==> config.mk <==
export PLATFORM = sky130hd
export DESIGN_NAME = dma_csr_bank
export DESIGN_NICKNAME = d
export VERILOG_FILES = /design/src/rtl/dma_csr_pkg.sv /design/src/rtl/dma_chan_regs.sv /design/src/rtl/dma_port_bank.sv /design/src/rtl/dma_irq_merge.sv /design/src/rtl/dma_csr_bank.sv
export SDC_FILE = /design/constraint.sdc
export NUM_CORES = 2
export LEC_CHECK = 0
export BUFFER_PORTS_ARGS = -buffer_cell sky130_fd_sc_hd__buf_2
export CAP_MARGIN = 20
export CORE_UTILIZATION = 50
export CTS_CLUSTER_DIAMETER = 40
export DETAILED_ROUTE_END_ITERATION = 12
export PLACE_DENSITY_LB_ADDON = 0.08
export SYNTH_ARGS = -nofsm -noshare
export SYNTH_HDL_FRONTEND = slang
export SYNTH_SLANG_ARGS = --single-unit
==> constraint.sdc <==
create_clock -name clk -period 3.2 [get_ports clk]
set_input_delay 0.16 -clock clk [delete_from_list [all_inputs] [get_ports clk]]
set_output_delay 0.16 -clock clk [all_outputs]
set_load 0.01 [all_outputs]
==> src/rtl/dma_csr_pkg.sv <==
package dma_csr_pkg;
  localparam int DATA_W = 32;
  localparam int ADDR_W = 8;

  localparam logic [ADDR_W-1:0] OFS_IDENT = 8'h08;
  localparam logic [ADDR_W-1:0] OFS_GCTL  = 8'h10;
  localparam logic [ADDR_W-1:0] OFS_POLL  = 8'h14;
  localparam logic [ADDR_W-1:0] OFS_CSEL  = 8'h18;
  localparam logic [ADDR_W-1:0] OFS_CCTL  = 8'h1C;
  localparam logic [ADDR_W-1:0] OFS_DBASE = 8'h20;
  localparam logic [ADDR_W-1:0] OFS_DCNT  = 8'h24;
  localparam logic [ADDR_W-1:0] OFS_ISTAT = 8'h28;
  localparam logic [ADDR_W-1:0] OFS_IEN   = 8'h2C;
  localparam logic [ADDR_W-1:0] OFS_PSEL  = 8'h40;
  localparam logic [ADDR_W-1:0] OFS_PCTL  = 8'h44;
  localparam logic [ADDR_W-1:0] OFS_GIEN  = 8'hF4;

  localparam int CC_ON    = 0;
  localparam int CC_RST   = 1;
  localparam int CC_TX    = 8;
  localparam int CC_WGT   = 16;
  localparam int PL_EN    = 31;
  localparam int PL_DIV4  = 6;
  localparam int IRQ_DESC = 3;
  localparam int GC_CLEAR = 0;

  typedef struct packed {
    logic [DATA_W-1:0] poll;
    logic [DATA_W-1:0] ctrl;
    logic [DATA_W-1:0] dbase;
    logic [DATA_W-1:0] dcnt;
    logic [DATA_W-1:0] istat;
    logic [DATA_W-1:0] ien;
  } chan_view_t;

  function automatic logic is_chan_ofs(input logic [ADDR_W-1:0] a);
    return (a == OFS_POLL) || (a == OFS_CCTL) || (a == OFS_DBASE) ||
           (a == OFS_DCNT) || (a == OFS_ISTAT) || (a == OFS_IEN);
  endfunction
endpackage

==> src/rtl/dma_chan_regs.sv <==
module dma_chan_regs
  import dma_csr_pkg::*;
#(
  parameter int DCNT_W  = 16,
  parameter int IEN_W   = 8,
  parameter int RST_CYC = 4
) (
  input  logic              clk,
  input  logic              rst_n,
  input  logic              soft_clr,
  input  logic              wr_en,
  input  logic [ADDR_W-1:0] wr_ofs,
  input  logic [DATA_W-1:0] wdata,
  input  logic              done_evt,
  output chan_view_t        view,
  output logic              irq_req
);
  localparam int CNT_W = $clog2(RST_CYC + 1);

  logic              on_q, on_d, tx_q, tx_d, busy_q, busy_d;
  logic [1:0]        wgt_q, wgt_d;
  logic [CNT_W-1:0]  cnt_q, cnt_d;
  logic              pen_q, pen_d, pdiv_q, pdiv_d;
  logic [DATA_W-1:0] dbase_q, dbase_d;
  logic [DCNT_W-1:0] dcnt_q, dcnt_d;
  logic              stat_q, stat_d;
  logic [IEN_W-1:0]  ien_q, ien_d;
  logic              wr_cctl, rst_go, clr_hit;

  assign wr_cctl = wr_en && (wr_ofs == OFS_CCTL);
  assign rst_go  = wr_cctl && wdata[CC_RST];
  assign clr_hit = wr_en && (wr_ofs == OFS_ISTAT) && wdata[IRQ_DESC];

  always_comb begin
    on_d = on_q; tx_d = tx_q; wgt_d = wgt_q; busy_d = busy_q; cnt_d = cnt_q;
    pen_d = pen_q; pdiv_d = pdiv_q; dbase_d = dbase_q; dcnt_d = dcnt_q;
    stat_d = stat_q; ien_d = ien_q;
    if (soft_clr) begin
      on_d = 1'b0; tx_d = 1'b0; wgt_d = '0; busy_d = 1'b0; cnt_d = '0;
      pen_d = 1'b0; pdiv_d = 1'b0; dbase_d = '0; dcnt_d = '0;
      stat_d = 1'b0; ien_d = '0;
    end else begin
      if (wr_cctl) begin
        on_d  = wdata[CC_ON];
        tx_d  = wdata[CC_TX];
        wgt_d = wdata[CC_WGT+1:CC_WGT];
      end
      if (rst_go) begin
        busy_d = 1'b1;
        cnt_d  = CNT_W'(RST_CYC - 1);
        on_d   = 1'b0;
      end else if (busy_q) begin
        on_d = 1'b0;
        if (cnt_q == '0) busy_d = 1'b0;
        else             cnt_d  = cnt_q - 1'b1;
      end
      if (rst_go || busy_q) stat_d = 1'b0;
      else                  stat_d = (stat_q && !clr_hit) || done_evt;
      if (wr_en && wr_ofs == OFS_POLL) begin
        pen_d  = wdata[PL_EN];
        pdiv_d = wdata[PL_DIV4];
      end
      if (wr_en && wr_ofs == OFS_DBASE) dbase_d = wdata;
      if (wr_en && wr_ofs == OFS_DCNT)  dcnt_d  = wdata[DCNT_W-1:0];
      if (wr_en && wr_ofs == OFS_IEN)   ien_d   = wdata[IEN_W-1:0];
    end
  end

  always_ff @(posedge clk or negedge rst_n) begin
    if (!rst_n) begin
      on_q <= 1'b0; tx_q <= 1'b0; wgt_q <= '0; busy_q <= 1'b0; cnt_q <= '0;
      pen_q <= 1'b0; pdiv_q <= 1'b0; dbase_q <= '0; dcnt_q <= '0;
      stat_q <= 1'b0; ien_q <= '0;
    end else begin
      on_q <= on_d; tx_q <= tx_d; wgt_q <= wgt_d; busy_q <= busy_d; cnt_q <= cnt_d;
      pen_q <= pen_d; pdiv_q <= pdiv_d; dbase_q <= dbase_d; dcnt_q <= dcnt_d;
      stat_q <= stat_d; ien_q <= ien_d;
    end
  end

  always_comb begin
    view = '0;
    view.poll[PL_EN]              = pen_q;
    view.poll[PL_DIV4]            = pdiv_q;
    view.ctrl[CC_ON]              = on_q;
    view.ctrl[CC_RST]             = busy_q;
    view.ctrl[CC_TX]              = tx_q;
    view.ctrl[CC_WGT+1:CC_WGT]    = wgt_q;
    view.dbase                    = dbase_q;
    view.dcnt[DCNT_W-1:0]         = dcnt_q;
    view.istat[IRQ_DESC]          = stat_q;
    view.ien[IEN_W-1:0]           = ien_q;
  end

  assign irq_req = stat_q && ien_q[IRQ_DESC];

  // Length of each completed reset, counted independently of cnt_q.
  logic [CNT_W-1:0] run_q;
  always_ff @(posedge clk or negedge rst_n) begin
    if (!rst_n)                   run_q <= '0;
    else if (rst_go || soft_clr)  run_q <= '0;
    else if (busy_q)              run_q <= run_q + 1'b1;
    else                          run_q <= '0;
  end

  assert_rst_len_R5: assert property (@(posedge clk) disable iff (!rst_n)
    ($fell(busy_q) && !$past(soft_clr)) |-> (run_q == CNT_W'(RST_CYC)));

  assert_quiet_in_rst_R5: assert property (@(posedge clk) disable iff (!rst_n)
    busy_q |-> (!on_q && !stat_q));

  assert_evt_sticks_R6: assert property (@(posedge clk) disable iff (!rst_n)
    (done_evt && !busy_q && !rst_go && !soft_clr) |=> stat_q);
endmodule

==> src/rtl/dma_port_bank.sv <==
module dma_port_bank
  import dma_csr_pkg::*;
#(
  parameter int NPORT = 4
) (
  input  logic              clk,
  input  logic              rst_n,
  input  logic              soft_clr,
  input  logic              wr_en,
  input  logic [7:0]        psel,
  input  logic [DATA_W-1:0] wdata,
  output logic [DATA_W-1:0] rdata
);
  logic [DATA_W-1:0] pctl_q [NPORT];
  logic [DATA_W-1:0] pctl_d [NPORT];

  for (genvar g = 0; g < NPORT; g++) begin : g_port
    always_comb begin
      pctl_d[g] = pctl_q[g];
      if (soft_clr)                         pctl_d[g] = '0;
      else if (wr_en && psel == 8'(g))      pctl_d[g] = wdata;
    end
    always_ff @(posedge clk or negedge rst_n) begin
      if (!rst_n) pctl_q[g] <= '0;
      else        pctl_q[g] <= pctl_d[g];
    end
  end

  always_comb begin
    rdata = '0;
    for (int i = 0; i < NPORT; i++)
      if (psel == 8'(i)) rdata = pctl_q[i];
  end
endmodule

==> src/rtl/dma_irq_merge.sv <==
module dma_irq_merge #(
  parameter int NCH = 20
) (
  input  logic [NCH-1:0] chan_req,
  input  logic [NCH-1:0] chan_gate,
  output logic           irq
);
  assign irq = |(chan_req & chan_gate);
endmodule

==> src/rtl/dma_csr_bank.sv <==
module dma_csr_bank
  import dma_csr_pkg::*;
#(
  parameter int NCH     = 20,
  parameter int NPORT   = 4,
  parameter int HW_REV  = 1,
  parameter int DCNT_W  = 16,
  parameter int RST_CYC = 4
) (
  input  logic              clk,
  input  logic              rst_n,
  input  logic              bus_wr,
  input  logic              bus_rd,
  input  logic [7:0]        bus_addr,
  input  logic [31:0]       bus_wdata,
  output logic [31:0]       bus_rdata,
  input  logic [NCH-1:0]    chan_done_evt,
  output logic              irq_o
);
  localparam logic [DATA_W-1:0] IDENT_VAL =
    {12'(NCH), 4'(NPORT), 11'b0, 5'(HW_REV)};

  logic [7:0]     csel_q, csel_d, psel_q, psel_d;
  logic [NCH-1:0] gien_q, gien_d, chan_req;
  logic           soft_clr, chan_acc;
  chan_view_t     views [NCH];
  chan_view_t     cur;
  logic [DATA_W-1:0] port_rd;

  assign soft_clr = bus_wr && (bus_addr == OFS_GCTL) && bus_wdata[GC_CLEAR];
  assign chan_acc = is_chan_ofs(bus_addr);

  always_comb begin
    csel_d = csel_q; psel_d = psel_q; gien_d = gien_q;
    if (soft_clr) begin
      csel_d = '0; psel_d = '0; gien_d = '0;
    end else if (bus_wr) begin
      if (bus_addr == OFS_CSEL) csel_d = bus_wdata[7:0];
      if (bus_addr == OFS_PSEL) psel_d = bus_wdata[7:0];
      if (bus_addr == OFS_GIEN) gien_d = bus_wdata[NCH-1:0];
    end
  end

  always_ff @(posedge clk or negedge rst_n) begin
    if (!rst_n) begin
      csel_q <= '0; psel_q <= '0; gien_q <= '0;
    end else begin
      csel_q <= csel_d; psel_q <= psel_d; gien_q <= gien_d;
    end
  end

  for (genvar g = 0; g < NCH; g++) begin : g_chan
    dma_chan_regs #(.DCNT_W(DCNT_W), .IEN_W(8), .RST_CYC(RST_CYC)) u_chan (
      .clk      (clk),
      .rst_n    (rst_n),
      .soft_clr (soft_clr),
      .wr_en    (bus_wr && chan_acc && (csel_q == 8'(g))),
      .wr_ofs   (bus_addr),
      .wdata    (bus_wdata),
      .done_evt (chan_done_evt[g]),
      .view     (views[g]),
      .irq_req  (chan_req[g])
    );
  end

  dma_port_bank #(.NPORT(NPORT)) u_port (
    .clk      (clk),
    .rst_n    (rst_n),
    .soft_clr (soft_clr),
    .wr_en    (bus_wr && (bus_addr == OFS_PCTL)),
    .psel     (psel_q),
    .wdata    (bus_wdata),
    .rdata    (port_rd)
  );

  dma_irq_merge #(.NCH(NCH)) u_irq (
    .chan_req  (chan_req),
    .chan_gate (gien_q),
    .irq       (irq_o)
  );

  always_comb begin
    cur = '0;
    for (int i = 0; i < NCH; i++)
      if (csel_q == 8'(i)) cur = views[i];
  end

  always_comb begin
    unique case (bus_addr)
      OFS_IDENT: bus_rdata = IDENT_VAL;
      OFS_POLL:  bus_rdata = cur.poll;
      OFS_CSEL:  bus_rdata = 32'(csel_q);
      OFS_CCTL:  bus_rdata = cur.ctrl;
      OFS_DBASE: bus_rdata = cur.dbase;
      OFS_DCNT:  bus_rdata = cur.dcnt;
      OFS_ISTAT: bus_rdata = cur.istat;
      OFS_IEN:   bus_rdata = cur.ien;
      OFS_PSEL:  bus_rdata = 32'(psel_q);
      OFS_PCTL:  bus_rdata = port_rd;
      OFS_GIEN:  bus_rdata = 32'(gien_q);
      default:   bus_rdata = '0;
    endcase
  end

  assert_no_bank_R9: assert property (@(posedge clk) disable iff (!rst_n)
    (bus_rd && chan_acc && (csel_q >= 8'(NCH))) |-> (bus_rdata == '0));
endmodule

==> impl_metrics.toml <==
[sta]
fmax_ghz = 0.225
slew_violations = 0
holdWs_ns = 0.0888
worstMarginPinSlew_ns = 1.10
fin_crit_ns = 4.45
rsz0062_at_grt = "yes"
finalSetupViolations = 33
fin_worst_skew_ns = 0.0492
hold_violations = 0
worst_slack_ns = -1.25
finalCritPeriodShare_pct = 139
relSlewSlack_pct = 26.8

[detailed_routing]
routed_wl_mm = 336
vias = 72600
drt_iter0_drc = 9260
via_per_inst = 6.37
routedWlPerCell_um = 29.5
drc_errors = 0
drtPass1Iterations = 11
ant_nets = 0

[die]
die_x_um = 386
io_pins = 97
die_h_um = 386
rows = 140
dieArea_um2 = 149000
core-area_um2 = 146000
initial_core_util_pct = 50.5

[cts]
cts_buffers = 233
clockRootBuffer = "clkbuf_16"
cts_tree = "done"
clk_pin_slew_ns = 0.05
ctsHtreeMaxLevel = 4
cts_buffer_depth = 3
clk_latency_ns = 0.86
clock_sinks = 1504

[layout]
nets = 9370
fin_area_um2 = 93700
multi_input_area_um2 = 33800
drive_above_1_share_pct = 20.4
seqCellArea_um2 = 37600
syn_to_final_growth_pct = 27.2
finalNonFillerCells = 11400
utilization_pct = 64.2
fill_cells = 12300

[pwr]
powerDensity_nw_per_um2 = 561
p_leak_nw = 40.1
peakVddDrop_v = 0.000623

[worst_setup_path]
setup.worst_path.end_class = "primary output"
critical_path.startpoint = "csel_q[4]$_DFFE_PN0P_"
endpoint = "bus_rdata[3]"
crit-reg2reg-launch = "psel_q[6]$_DFFE_PN0P_"
crit_fanout = 7
rrSetupSlack_ns = 0.14
worstPathArrival_ns = 4.29
start_kind = "flop"
rr_endpoint = "u_port.pctl_q[108]$_DFFE_PN0P_"
path_class = "reg -> out"
reg2regPathDepth = 10
crit_required_ns = 3.04

[placement]
pre_cts_ws_ns = -0.719
place_area_um2 = 81900
gp_congestion = 1.04
io_buffers = 95
dp_hpwl_mm = 224
dp_cells = 10800

[yosys]
syn_inst = 8675
synth_largest_area_cell = "dfrtp_1"
synth.most_common_cell = "nand2_1"
synth_top_area_share_pct = 51.1
ys.flop_type = "dfrtp_1"
async_flop_share_pct = 100
ys_top_cells_by_area = "dfrtp_1 (51%), nand2_1 (14%), a21oi_1 (11%), o21ai_0 (2.7%), mux4_2 (2.6%)"
ys_seq_area_share_pct = 51.1
yosys_warnings = 0
synth_edf_count = 0
netlist_area_um2 = 73600
synth_cell_types = 76
synthTopCellsByCount = "nand2_1 (2785), a21oi_1 (1619), dfrtp_1 (1504)"
ys_seq_elements = 1504
synth_nets = 8779
syn_area_per_cell_um2 = 8.49

[global_route]
antenna_found_initial = 9
grt_use_total_pct = 44.7
overflow = 0
grt_pass1_vias = 69300
grt_max_degree = 147
grt_pass1_wl_mm = 484

[outcome]
status = "finished, violations left"
violations = "negative setup slack"

[flow_run]
drv_cap = 0

[worst_hold_path]
hold_class = "in -> reg"
==> logic make-up (layout without fill, tap and decap cells) <==
group / Yosys count / in the layout / synth area share [%]
AO/OA/AOI/OAI: 2519 / 2519 / 19.0
XOR/XNOR: 25 / 25 / 0.297
adder cells (fa/ha/maj): 40 / 40 / 0.680
buffers and inverters: 850 / 1650 / 4.92
flip-flops: 1504 / 1504 / 51.1
multiplexers: 279 / 279 / 5.35
other: 0 / 4 / 0
AND/OR/NAND/NOR: 3458 / 3458 / 18.6
==> critical path, cell delays in order (launching register included) <==
cell and delay, ns:
dfrtp_1 0.37, or4_4 0.66, buf_4 0.19, buf_6 0.12, nor3_2 0.20, buf_4 0.19
a21oi_1 0.04, o21ai_0 0.26, buf_4 0.21, nand4_1 0.19, o21ai_0 0.37, buf_4 0.23
nand4_1 0.18, buf_2 0.22
==> placed cells by master (no fill, tap or decap), drive strengths merged, types with 11 or more instances in the layout <==
cell and instances:
o2bb2ai 11, nor3 97, nand2b 17, a31oi 32
a22oi 90, a211oi 29, nor2 336, a221oi 59
mux2 79, xnor2 25, clkbuf 291, bufinv 42
a22o 17, nand3 113, a21oi 1619, dfrtp 1504
o21ai 412, ha 40, o22ai 83, buf 1071
and3 13, and2 11, mux2i 116, nand4 21
clkinv 54, nand2 2789, o211ai 21, a211o 11
a221o 13, o221ai 34, inv 105, a32oi 12
dlygate4sd3 54, a222oi 14, nor4 27, clkinvlp 32
mux4 84
==> where the power goes <==
part / internal, mW / switching, mW
clock network: 17.7 / 10.1
registers: 19.5 / 0.258
logic: 1.75 / 3.19
total: 38.9 / 13.6
==> how the worst min path moves through the flow <==
stage	startpoint	to	slack, ns	cells after the start
after floorplan	rst_n	csel_q[0]$_DFFE_PN0P_	-0.14	0
after global placement	rst_n	g_chan[8].u_chan.cnt_q[1]$_DFFE_PN0P_	0.15	1
after detailed placement	rst_n	g_chan[8].u_chan.cnt_q[1]$_DFFE_PN0P_	0.15	1
after CTS	bus_wr	psel_q[0]$_DFFE_PN0P_	0.05	3
after global routing	bus_wr	psel_q[1]$_DFFE_PN0P_	0.12	3
final	bus_wr	psel_q[1]$_DFFE_PN0P_	0.09	3
==> per-layer routing <==
layer	track usage, %	vias up	share of wire (%)
li1	-	30900	-
met1	58.6	35700	37
met2	66.3	4823	43
met3	10.3	1219	11
met4	30.1	8	8.2
met5	0	-	0.014
==> flip-flops by register name, summed over array words and instances (netlist names) <==
name / cells
g_chan.u_chan.dcnt_q: 320
g_chan.u_chan.stat_q: 20
g_chan.u_chan.ien_q: 160
g_chan.u_chan.dbase_q: 640
g_chan.u_chan.cnt_q: 60
csel_q: 8
g_chan.u_chan.wgt_q: 40
g_chan.u_chan.busy_q: 20
g_chan.u_chan.tx_q: 20
gien_q: 20
g_chan.u_chan.on_q: 20
g_chan.u_chan.pen_q: 20
psel_q: 8
g_chan.u_chan.pdiv_q: 20
u_port.pctl_q: 128
==> final cells by class <==
cell class | instances | share of cell area (%)
Inverter | 77 | 0.309
Tap cell | 1917 | 2.56
Antenna cell | 4 | 0.0107
Timing Repair Buffer | 1129 | 11.6
Multi-Input combinational cell | 6321 | 36.1
Sequential cell | 1504 | 40.2
Clock buffer | 288 | 6.84
Clock inverter | 156 | 2.36
==> per-stage QoR <==
step | setup TNS [ns] | power, mW
floorplan | 0 | 22.0
global placement | -5.67 | 24.3
detailed placement | -5.49 | 24.4
CTS | -26.65 | 52.2
global route | -29.26 | 53.7
finish | -28.54 | 52.5
==> what timing repair did <==
item / CTS / global route
hold buffers: 55 / 0
setup endpoints to repair: 32 / 33
pin swaps: 40 / 97
resized for setup: 164 / 236
gates cloned: 1 / 3
endpoints found under the hold margin: 1989 / 0
buffers inserted: 51 / 52
No activity file was read; power rests on OpenSTA's default activity.
